**config.mk**
```make
export PLATFORM = sky130hd
export DESIGN_NAME = codec_cg_top
export DESIGN_NICKNAME = d
export VERILOG_FILES = /design/src/rtl/codec_cg_pkg.sv /design/src/rtl/codec_cg_rstsync.sv /design/src/rtl/codec_cg_mclk.sv /design/src/rtl/codec_cg_bitgen.sv /design/src/rtl/codec_cg_route.sv /design/src/rtl/codec_cg_top.sv
export SDC_FILE = /design/constraint.sdc
export NUM_CORES = 1
export LEC_CHECK = 0
export ABC_AREA = 1
export BUFFER_PORTS_ARGS = -buffer_cell sky130_fd_sc_hd__buf_2
export CORE_ASPECT_RATIO = 1.1
export CORE_MARGIN = 2
export CORE_UTILIZATION = 36
export CTS_BUF_LIST = sky130_fd_sc_hd__clkbuf_4
export CTS_CLUSTER_DIAMETER = 30
export DETAILED_ROUTE_END_ITERATION = 8
export SYNTH_ARGS = -nofsm -noshare
export SYNTH_HDL_FRONTEND = slang
export SYNTH_SLANG_ARGS = --single-unit
```
**constraint.sdc**
```tcl
create_clock -name clk_i -period 2.3 [get_ports clk_i]
set_input_delay 0.115 -clock clk_i [delete_from_list [all_inputs] [get_ports clk_i]]
set_output_delay 0.115 -clock clk_i [all_outputs]
set_load 0.01 [all_outputs]
```
**src/rtl/codec_cg_pkg.sv**
```systemverilog
package codec_cg_pkg;

  typedef enum logic {
    ROLE_EXT = 1'b0,
    ROLE_GEN = 1'b1
  } role_e;

  typedef struct packed {
    logic clk_pol;
    logic sync_pol;
  } pol_t;

endpackage

```
**src/rtl/codec_cg_rstsync.sv**
```systemverilog
module codec_cg_rstsync (
  input  logic clk_i,
  input  logic rst_ni,
  output logic rst_no
);

  logic [1:0] stage_q;

  always_ff @(posedge clk_i or negedge rst_ni) begin
    if (!rst_ni) stage_q <= 2'b00;
    else         stage_q <= {stage_q[0], 1'b1};
  end

  assign rst_no = stage_q[1];

endmodule

```
**src/rtl/codec_cg_mclk.sv**
```systemverilog
module codec_cg_mclk #(
  parameter int DW = 9
) (
  input  logic          clk_i,
  input  logic          rst_ni,
  input  logic          run_i,
  input  logic [DW-1:0] div_i,
  output logic          mclk_o,
  output logic          tick_o
);

  logic [DW-1:0] cnt_q, cnt_d;
  logic [DW-1:0] div_q, div_d;
  logic          wrap;

  assign wrap = (cnt_q == div_q);

  always_comb begin
    cnt_d = cnt_q;
    div_d = div_q;
    if (!run_i) begin
      cnt_d = '0;
      div_d = div_i;
    end else if (wrap) begin
      cnt_d = '0;
      div_d = div_i;
    end else begin
      cnt_d = cnt_q + 1'b1;
    end
  end

  always_ff @(posedge clk_i or negedge rst_ni) begin
    if (!rst_ni) begin
      cnt_q <= '0;
      div_q <= '0;
    end else begin
      cnt_q <= cnt_d;
      div_q <= div_d;
    end
  end

  assign tick_o = run_i && (cnt_q == '0);
  assign mclk_o = run_i && (cnt_q <= (div_q >> 1));

  // the count never leaves the period set by the captured divider
  p_mclk_range_r1: assert property (@(posedge clk_i) disable iff (!rst_ni)
    run_i |-> (cnt_q <= div_q));

  // the period restarts only after a full count
  p_mclk_wrap_r1: assert property (@(posedge clk_i) disable iff (!rst_ni)
    (run_i && !wrap) |=> (!run_i || !tick_o));

endmodule

```
**src/rtl/codec_cg_bitgen.sv**
```systemverilog
module codec_cg_bitgen
  import codec_cg_pkg::*;
#(
  parameter int BW = 16,
  parameter int FW = 8
) (
  input  logic          clk_i,
  input  logic          rst_ni,
  input  logic          go_i,
  input  logic [BW-1:0] bdiv_i,
  input  logic [FW-1:0] fdiv_i,
  input  logic [FW-1:0] width_i,
  input  pol_t          pol_i,
  output logic          run_o,
  output logic          bclk_o,
  output logic          sync_o,
  output logic          launch_o,
  output logic          sample_o,
  output logic          frame_start_o
);

  localparam logic [FW-1:0] ONE_F = FW'(1);

  logic          run_q, run_d;
  logic          half_q, half_d;
  logic [BW-1:0] hcnt_q, hcnt_d;
  logic [FW-1:0] bcnt_q, bcnt_d;
  logic [BW-1:0] bdiv_q, bdiv_d;
  logic [FW-1:0] neff_q, neff_d;
  logic [FW-1:0] weff_q, weff_d;
  pol_t          pol_q, pol_d;

  logic [FW-1:0] neff_in, weff_in;
  logic          half_end, bit_end, frame_end, load;
  logic          sync_active;

  // clamp frame length and width while capturing them
  always_comb begin
    neff_in = (fdiv_i == '0) ? ONE_F : fdiv_i;
    if (width_i == '0)          weff_in = ONE_F;
    else if (width_i > neff_in) weff_in = neff_in;
    else                        weff_in = width_i;
  end

  assign half_end  = (hcnt_q == bdiv_q);
  assign bit_end   = half_end && half_q;
  assign frame_end = bit_end && (bcnt_q == neff_q);
  assign load      = !run_q || frame_end;

  always_comb begin
    run_d  = go_i;
    half_d = half_q;
    hcnt_d = hcnt_q;
    bcnt_d = bcnt_q;
    if (!run_q) begin
      half_d = 1'b0;
      hcnt_d = '0;
      bcnt_d = '0;
    end else begin
      if (half_end) begin
        hcnt_d = '0;
        half_d = !half_q;
      end else begin
        hcnt_d = hcnt_q + 1'b1;
      end
      if (bit_end) begin
        bcnt_d = frame_end ? '0 : bcnt_q + 1'b1;
      end
    end
  end

  always_comb begin
    bdiv_d = bdiv_q;
    neff_d = neff_q;
    weff_d = weff_q;
    pol_d  = pol_q;
    if (load) begin
      bdiv_d = bdiv_i;
      neff_d = neff_in;
      weff_d = weff_in;
      pol_d  = pol_i;
    end
  end

  always_ff @(posedge clk_i or negedge rst_ni) begin
    if (!rst_ni) begin
      run_q  <= 1'b0;
      half_q <= 1'b0;
      hcnt_q <= '0;
      bcnt_q <= '0;
      bdiv_q <= '0;
      neff_q <= ONE_F;
      weff_q <= ONE_F;
      pol_q  <= '0;
    end else begin
      run_q  <= run_d;
      half_q <= half_d;
      hcnt_q <= hcnt_d;
      bcnt_q <= bcnt_d;
      bdiv_q <= bdiv_d;
      neff_q <= neff_d;
      weff_q <= weff_d;
      pol_q  <= pol_d;
    end
  end

  assign sync_active   = run_q && (bcnt_q < weff_q);
  assign run_o         = run_q;
  assign bclk_o        = run_q ? (pol_q.clk_pol ^ !half_q) : pol_q.clk_pol;
  assign sync_o        = sync_active ? pol_q.sync_pol : !pol_q.sync_pol;
  assign launch_o      = run_q && !half_q && (hcnt_q == '0);
  assign sample_o      = run_q && half_q && (hcnt_q == '0);
  assign frame_start_o = launch_o && (bcnt_q == '0);

  // half-bit count bounded by the captured divider
  p_hcnt_range_r2: assert property (@(posedge clk_i) disable iff (!rst_ni)
    run_q |-> (hcnt_q <= bdiv_q));

  // bit index bounded by the clamped frame length
  p_bcnt_range_r3: assert property (@(posedge clk_i) disable iff (!rst_ni)
    run_q |-> (bcnt_q <= neff_q));

  // captured width lies in 1..frame length
  p_width_clamp_r4: assert property (@(posedge clk_i) disable iff (!rst_ni)
    run_q |-> ((weff_q != '0) && (weff_q <= neff_q)));

  // sync leading edge coincides with the launch level of the first bit
  p_sync_lead_r6: assert property (@(posedge clk_i) disable iff (!rst_ni)
    frame_start_o |-> ((sync_o == pol_q.sync_pol) && (bclk_o != pol_q.clk_pol)));

  // captured settings hold everywhere inside a frame
  p_cfg_hold_r9: assert property (@(posedge clk_i) disable iff (!rst_ni)
    (run_q && go_i && !frame_end) |=>
      ($stable(bdiv_q) && $stable(neff_q) && $stable(weff_q) && $stable(pol_q)));

endmodule

```
**src/rtl/codec_cg_route.sv**
```systemverilog
module codec_cg_route (
  input  logic gen_mode_i,
  input  logic run_i,
  input  logic int_bclk_i,
  input  logic int_sync_i,
  input  logic ext_bclk_i,
  input  logic ext_sync_i,
  output logic bclk_oe_o,
  output logic sync_oe_o,
  output logic ser_bclk_o,
  output logic ser_sync_o
);

  always_comb begin
    bclk_oe_o = run_i;
    sync_oe_o = run_i;
    if (gen_mode_i) begin
      ser_bclk_o = int_bclk_i;
      ser_sync_o = int_sync_i;
    end else begin
      ser_bclk_o = ext_bclk_i;
      ser_sync_o = ext_sync_i;
    end
  end

endmodule

```
**src/rtl/codec_cg_top.sv**
```systemverilog
module codec_cg_top
  import codec_cg_pkg::*;
#(
  parameter int MDIV_W = 9,
  parameter int BDIV_W = 16,
  parameter int FDIV_W = 8
) (
  input  logic              clk_i,
  input  logic              rst_ni,
  input  logic              gen_en_i,
  input  logic              gen_mode_i,
  input  logic [MDIV_W-1:0] mclk_div_i,
  input  logic [BDIV_W-1:0] bclk_div_i,
  input  logic [FDIV_W-1:0] frame_div_i,
  input  logic [FDIV_W-1:0] sync_width_i,
  input  logic              clk_pol_i,
  input  logic              sync_pol_i,
  input  logic              ext_bclk_i,
  input  logic              ext_sync_i,
  output logic              mclk_o,
  output logic              mclk_tick_o,
  output logic              bclk_o,
  output logic              bclk_oe_o,
  output logic              sync_o,
  output logic              sync_oe_o,
  output logic              ser_bclk_o,
  output logic              ser_sync_o,
  output logic              launch_tick_o,
  output logic              sample_tick_o,
  output logic              frame_start_o
);

  logic  rst_n;
  role_e role;
  pol_t  pol;
  logic  go;
  logic  run;

  assign role = role_e'(gen_mode_i);
  assign pol  = '{clk_pol: clk_pol_i, sync_pol: sync_pol_i};
  assign go   = gen_en_i && (role == ROLE_GEN);

  codec_cg_rstsync u_rst (
    .clk_i  (clk_i),
    .rst_ni (rst_ni),
    .rst_no (rst_n)
  );

  codec_cg_bitgen #(
    .BW (BDIV_W),
    .FW (FDIV_W)
  ) u_bit (
    .clk_i         (clk_i),
    .rst_ni        (rst_n),
    .go_i          (go),
    .bdiv_i        (bclk_div_i),
    .fdiv_i        (frame_div_i),
    .width_i       (sync_width_i),
    .pol_i         (pol),
    .run_o         (run),
    .bclk_o        (bclk_o),
    .sync_o        (sync_o),
    .launch_o      (launch_tick_o),
    .sample_o      (sample_tick_o),
    .frame_start_o (frame_start_o)
  );

  codec_cg_mclk #(
    .DW (MDIV_W)
  ) u_mclk (
    .clk_i  (clk_i),
    .rst_ni (rst_n),
    .run_i  (run),
    .div_i  (mclk_div_i),
    .mclk_o (mclk_o),
    .tick_o (mclk_tick_o)
  );

  codec_cg_route u_route (
    .gen_mode_i (gen_mode_i),
    .run_i      (run),
    .int_bclk_i (bclk_o),
    .int_sync_i (sync_o),
    .ext_bclk_i (ext_bclk_i),
    .ext_sync_i (ext_sync_i),
    .bclk_oe_o  (bclk_oe_o),
    .sync_oe_o  (sync_oe_o),
    .ser_bclk_o (ser_bclk_o),
    .ser_sync_o (ser_sync_o)
  );

  // external role never drives the link
  p_oe_role_r8: assert property (@(posedge clk_i) disable iff (!rst_n)
    !$past(gen_mode_i) |-> (!bclk_oe_o && !sync_oe_o));

  // a stopped generator emits no strobes
  p_idle_quiet_r7: assert property (@(posedge clk_i) disable iff (!rst_n)
    !$past(go) |-> (!frame_start_o && !mclk_tick_o && !launch_tick_o && !mclk_o));

  // starting always opens with a frame start
  p_start_frame_r10: assert property (@(posedge clk_i) disable iff (!rst_n)
    (go && !run) |=> (frame_start_o && mclk_tick_o));

endmodule

```
==> results.toml, run 1 <==
[run_status]
outcome = "complete, no violations"

[logic_synthesis]
postSynthNetCount = 754
yosys_warnings = 0
synthesis.area_um2 = 4930
synth.yosys.seq_area_share_pct = 40.6
synth_area_per_cell_um2 = 7.30
ys_ff_latch = 80
synth_edf_count = 0
synth_ff_type = "dfrtp_1"
yosysUniqueCellTypes = 32
synth_cells = 676
async_flop_share_pct = 100

[timing]
setup_violations = 0
worst_pin_slew_ns = 0.557
finClkSkew_ns = 0.0206
period_minus_slack_ns = 2.13
finalHoldViolCount = 0
setup_slack_ns = 0.167
rsz0062_at_grt = "no"
fmax_mhz = 469
finalMaxSlewViolations = 0
slew_headroom_pct = 62.8
setup_tns_ns = 0
fin_crit_sh_pct = 92.7

[detailed_routing]
num_vias = 4495
wirelength_um = 11800
first_iter_violations = 179
postRouteAntennaNets = 0
drc = 0
wire_per_inst_um = 12.1
via_per_inst = 4.64
first_pass_iters = 4

[layout]
layout-drive-gt1-share_pct = 14.2
final_cell_mix = "nand2_1, inv_1, dfrtp_1"
area_growth_syn_to_layout_pct = 22.5
fillers = 1352
final_nets = 856
layout_commonest_cell = "nand2_1"

[clock_network]
cts_max_level = 3
cts.sinks = 80
cts_buffers = 9
clkLatencyLatePin_ns = 0.43
cts-root-buf = "clkbuf_4"
clk_path_buf_depth = 2
clkTransAtPathRegs_ns = 0.13
cts_tree = "built"

[power_and_ir_drop]
powerDensity_nw_per_um2 = 525
power_switching_mw = 0.859
power_frac_seq_pct = 49.6
clkPwrFrac_pct = 33.7
p_leak_nw = 3.23
internal_power_mw = 2.31
combPwrFrac_pct = 16.7
switching_share_pct = 27.1
peakVddDrop_uv = 248

[critical_path]
arrival_ns = 2.02
cp_max_fo = 7
crit_path_end_kind = "output port"
required_ns = 2.18
path_class = "reg -> out"
startpoint_type = "flip-flop"

[die]
ios = 60
chipHeight_um = 127
die_x_um = 116
coreArea_um2 = 13300
initial_utilization_pct = 37.2
dieArea_um2 = 14700
core.rowCount = 44

[place]
dp_slack_ns = 0.194
dp_hpwl_um = 8580
gp_congestion = 0.839
io_buffers = 59

[global_routing]
grt_first_pass_wirelength_um = 20200
antenna_found_initial = 1
grt_overflow_total = 0
grt_util_all_layers_pct = 17.0
grt_max_degree = 44
grt_pass1_vias = 4439

[worst_hold_path]
hold_path.class = "in -> reg"

[flow_run]
maxCapViolations = 0
==> power by group through the flow <==
stage                     clock network, mW  registers, mW  logic (mW)
after floorplan                           0           1.59       0.319
after global placement                    0           1.60       0.466
after detailed placement                  0           1.60       0.479
after CTS                              1.11           1.57       0.533
after global routing                   1.16           1.59       0.609
final                                  1.07           1.57       0.529
==> worst paths after layout <==
check / from / to / slack [ns] / cells after the start
min in group asynchronous: u_rst.stage_q[1] / u_bit.neff_q[7] / 0.31 / 0
worst min-delay path: sync_width_i[6] / u_bit.weff_q[6] / 0.04 / 5
worst min register to register: u_rst.stage_q[1] / u_bit.neff_q[7] / 0.31 / 0
worst max register to register: u_bit.hcnt_q[9] / u_bit.half_q / 0.45 / 12
max in group asynchronous: u_rst.stage_q[1] / u_bit.weff_q[0] / 1.30 / 1
worst max-delay path: u_bit.bcnt_q[3] / sync_o / 0.17 / 8
==> metrics by stage <==
stage / util (%) / cell area, um^2 / hold WS (ns) / std cells / power, mW
final: 45.5 / 6040 / 0.0363 / 968 / 3.17
after global routing: 45.5 / 6040 / 0.0194 / 968 / 3.35
after CTS: 45.2 / 6000 / 0.000972 / 965 / 3.21
after detailed placement: 41.0 / 5440 / -0.0969 / 911 / 2.08
after global placement: 41.0 / 5440 / -0.0986 / 911 / 2.07
after floorplan: - / 4930 / -0.181 / 676 / 1.91
==> timing repair <==
item / 4_1_cts / 5_1_grt
gates resized for setup: 1 / 9
gates cloned: 0 / 0
buffers inserted: 0 / 2
hold buffers: 38 / 0
endpoints found under the setup margin: 2 / 11
hold endpoints to repair: 37 / 0
==> flip-flops by register name, summed over array words and instances (netlist names) <==
name,count
u_rst.stage_q,2
u_bit.weff_q,8
u_bit.bcnt_q,8
u_bit.run_o,1
u_bit.neff_q,8
u_mclk.cnt_q,9
u_mclk.div_q,9
u_bit.half_q,1
u_bit.pol_q,2
u_bit.hcnt_q,16
u_bit.bdiv_q,16
==> metal layers <==
layer	up-vias	routed length, um	part of all wire (%)	track usage [%]
li1	2345	-	-	-
met1	2074	5410	46	21.0
met2	64	5910	50	29.8
met3	12	303	2.6	2.48
met4	0	128	1.1	6.09
met5	-	0	0	0
==> cell usage after synthesis, drive strengths merged, types with 16 or more instances <==
| cell | instances | area share, % |
|---|---|---|
| nand2 | 222 | 17 |
| inv | 93 | 7.1 |
| dfrtp | 78 | 40 |
| nand3 | 61 | 6.2 |
| nor2 | 58 | 4.7 |
| ha | 29 | 7.4 |
| a21oi | 20 | 2.0 |
| nor3 | 20 | 2.0 |
| xor2 | 18 | 3.2 |
| buf | 16 | 1.8 |
| nand4 | 16 | 2.3 |
| o21ai | 16 | 1.6 |
==> final cells by class <==
| cell class | instances | area, um^2 | area share [%] |
|---|---|---|---|
| Tap cell | 184 | 230 | 3.81 |
| Clock buffer | 12 | 90.1 | 1.49 |
| Clock inverter | 4 | 93.8 | 1.55 |
| Multi-Input combinational cell | 486 | 2510 | 41.5 |
| Sequential cell | 80 | 2010 | 33.3 |
| Timing Repair Buffer | 108 | 758 | 12.5 |
| Antenna cell | 1 | 2.50 | 0.0414 |
| Inverter | 93 | 349 | 5.78 |
==> critical path, stage by stage, from the launching register on <==
cell and delay (ns):
dfrtp_2 0.49, ha_1 0.32, nand2_1 0.05, o21ai_1 0.19, nand3_1 0.13, nand2_1 0.08
nand2_1 0.06, and2_1 0.13, buf_2 0.13
==> cells by family (layout without fill, tap and decap cells) <==
kind of cell	Yosys count	after routing	share of synthesized area [%]
buf+inv	110	217	8.95
flops	80	80	40.6
other cells	1	2	0.0760
fa+ha+maj	29	29	7.36
compound gates	42	42	4.49
xor+xnor	25	25	4.44
simple gates	389	389	34.0
(Power assumes the default switching activity.)
==> run 2, diff against run 1 <==
==> constraint.sdc (replaced) <==
create_clock -name clk_i -period 2.3 [get_ports clk_i]
set_input_delay 0.575 -clock clk_i [delete_from_list [all_inputs] [get_ports clk_i]]
set_output_delay 0.575 -clock clk_i [all_outputs]
set_load 0.01 [all_outputs]
==> run 2 against run 1 <==
The flow now finishes with violations (setup timing). Utilization increased by 0.22 points. Clock-buffer cell count is the same. Cell count decreased by 1.0%. Via count increased by 2.1%. Register-to-register slack worse by 0.16 ns. Hold slack improved by 0.23 ns. Sequential share of layout area shrank 0.20 points. Wire length increased by 9.6%. Clock power down 34%. Final area rose by 0.48%. Combinational power increased by 12%. Maximum frequency shrank 15%. Highest routed layer unchanged.
==> results.toml, run 2 (synthesized netlist as in run 1, its figures left out) <==
[run_status]
outcome = "complete, but fails checks"
violations = "setup timing"

[die]
die_x_um = 116
initial_utilization_pct = 37.2
core.rowCount = 44
dieArea_um2 = 14700
coreArea_um2 = 13300
ios = 60
chipHeight_um = 127

[detailed_routing]
postRouteAntennaNets = 0
num_vias = 4588
via_per_inst = 4.79
first_pass_iters = 4
first_iter_violations = 255
wirelength_um = 12900
drc = 0
wire_per_inst_um = 13.5

[power_and_ir_drop]
combPwrFrac_pct = 20.7
powerDensity_nw_per_um2 = 473
peakVddDrop_uv = 216
power_switching_mw = 0.879
clkPwrFrac_pct = 24.6
switching_share_pct = 30.6
internal_power_mw = 1.99
power_frac_seq_pct = 54.7
p_leak_nw = 3.24

[timing]
setup_slack_ns = -0.215
setup_tns_ns = -0.682
rsz0062_at_grt = "yes"
finClkSkew_ns = 0.0197
finalHoldViolCount = 0
fmax_mhz = 398
period_minus_slack_ns = 2.52
fin_crit_sh_pct = 109
holdWs_ns = 0.271
finalMaxSlewViolations = 0
setup_violations = 6

[critical_path]
required_ns = 1.73
cp_max_fo = 2
path_class = "reg -> out"
startpoint_type = "flip-flop"
ff2ff_setup_slack_ns = 0.29
arrival_ns = 1.94
crit_path_end_kind = "output port"

[place]
dp_hpwl_um = 8850
io_buffers = 59
dp_slack_ns = 0.0144
gp_congestion = 0.910
place_area_um2 = 5520

[global_routing]
antenna_found_initial = 1
grt_max_degree = 35
grt_pass1_vias = 4584
grt_overflow_total = 0
grt_util_all_layers_pct = 18.0
grt_first_pass_wirelength_um = 21200

[clock_network]
cts_tree = "built"
cts_buffers = 9
clk_path_buf_depth = 2
cts_max_level = 3
clkTransAtPathRegs_ns = 0.12
cts-root-buf = "clkbuf_4"
clkLatencyLatePin_ns = 0.42
cts.sinks = 80

[layout]
final_area_um2 = 6070
final_cell_mix = "nand2_1, inv_1, dfrtp_1"
reg_top3 = "u_bit.bdiv_q x16, u_bit.hcnt_q x16"
area_growth_syn_to_layout_pct = 23.1
layout_commonest_cell = "nand2_1"
fillers = 1347
layout-drive-gt1-share_pct = 22.4
final_nets = 848

[flow_run]
maxCapViolations = 0

[worst_hold_path]
hold_path.class = "reg -> async"
## run 2: per-stage QoR
stage	total power, mW	utilization [%]	instances
final	2.87	45.8	958
after CTS	2.85	44.5	949
after detailed placement	2.09	41.6	922
after floorplan	1.91	-	676
after global placement	2.08	41.6	922
after global routing	3.05	45.8	958
## run 2: timing repair
action,4_1_cts,5_1_grt
cloned,1,1
hold buffers,1,0
endpoints found under the setup margin,9,8
hold endpoints to repair,2,0
pin swaps,16,9
setup buffers,12,7
gates resized for setup,38,21
## run 2: critical path, stage by stage (launching register included)
cell,delay [ns]
dfrtp_1,0.41
ha_1,0.33
nand2_1,0.07
nand2_1,0.06
a211oi_2,0.25
nand3_2,0.12
and2_1,0.16
buf_2,0.13
## run 2: cell type report
cell class | instances | area (um^2) | share of cell area, %
multi-input cells | 486 | 2710 | 44.6
diodes | 1 | 2.50 | 0.0412
well taps | 184 | 230 | 3.79
clock inverters | 2 | 8.76 | 0.144
repair buffers | 100 | 668 | 11.0
clock buffers | 12 | 90.1 | 1.48
inverters | 93 | 355 | 5.85
flip-flops and latches | 80 | 2010 | 33.1
## run 2: final timing paths
| path | start | end | depth (start not counted) |
|---|---|---|---|
| setup / recovery | u_bit.bcnt_q[7] | sync_o | 7 |
| hold / removal | u_rst.stage_q[1] | u_mclk.cnt_q[2] | 0 |
| setup reg to reg | u_bit.hcnt_q[0] | u_bit.half_q | 14 |
| hold reg to reg | u_rst.stage_q[1] | u_mclk.cnt_q[2] | 0 |
| max in group asynchronous | u_rst.stage_q[1] | u_bit.neff_q[0] | 1 |
| min in group clk_i | bclk_div_i[11] | u_bit.bdiv_q[11] | 3 |
## run 2: power by group through the flow
stage | Combinational, mW | Sequential, mW | Clock (mW)
5_1_grt | 0.674 | 1.58 | 0.793
2_1_floorplan | 0.319 | 1.59 | 0
6_report | 0.595 | 1.57 | 0.708
3_5_place_dp | 0.494 | 1.60 | 0
4_1_cts | 0.553 | 1.57 | 0.730
3_3_place_gp | 0.482 | 1.60 | 0
## run 2: per-layer routing
| layer | part of all wire (%) | wire [um] | up-vias | GRT usage [%] |
|---|---|---|---|---|
| met4 | 1.9 | 250 | 0 | 6.02 |
| met1 | 44 | 5660 | 2159 | 22.1 |
| li1 | - | - | 2325 | - |
| met5 | 0 | 0 | - | 0 |
| met2 | 50 | 6490 | 85 | 31.9 |
| met3 | 3.9 | 500 | 19 | 2.96 |
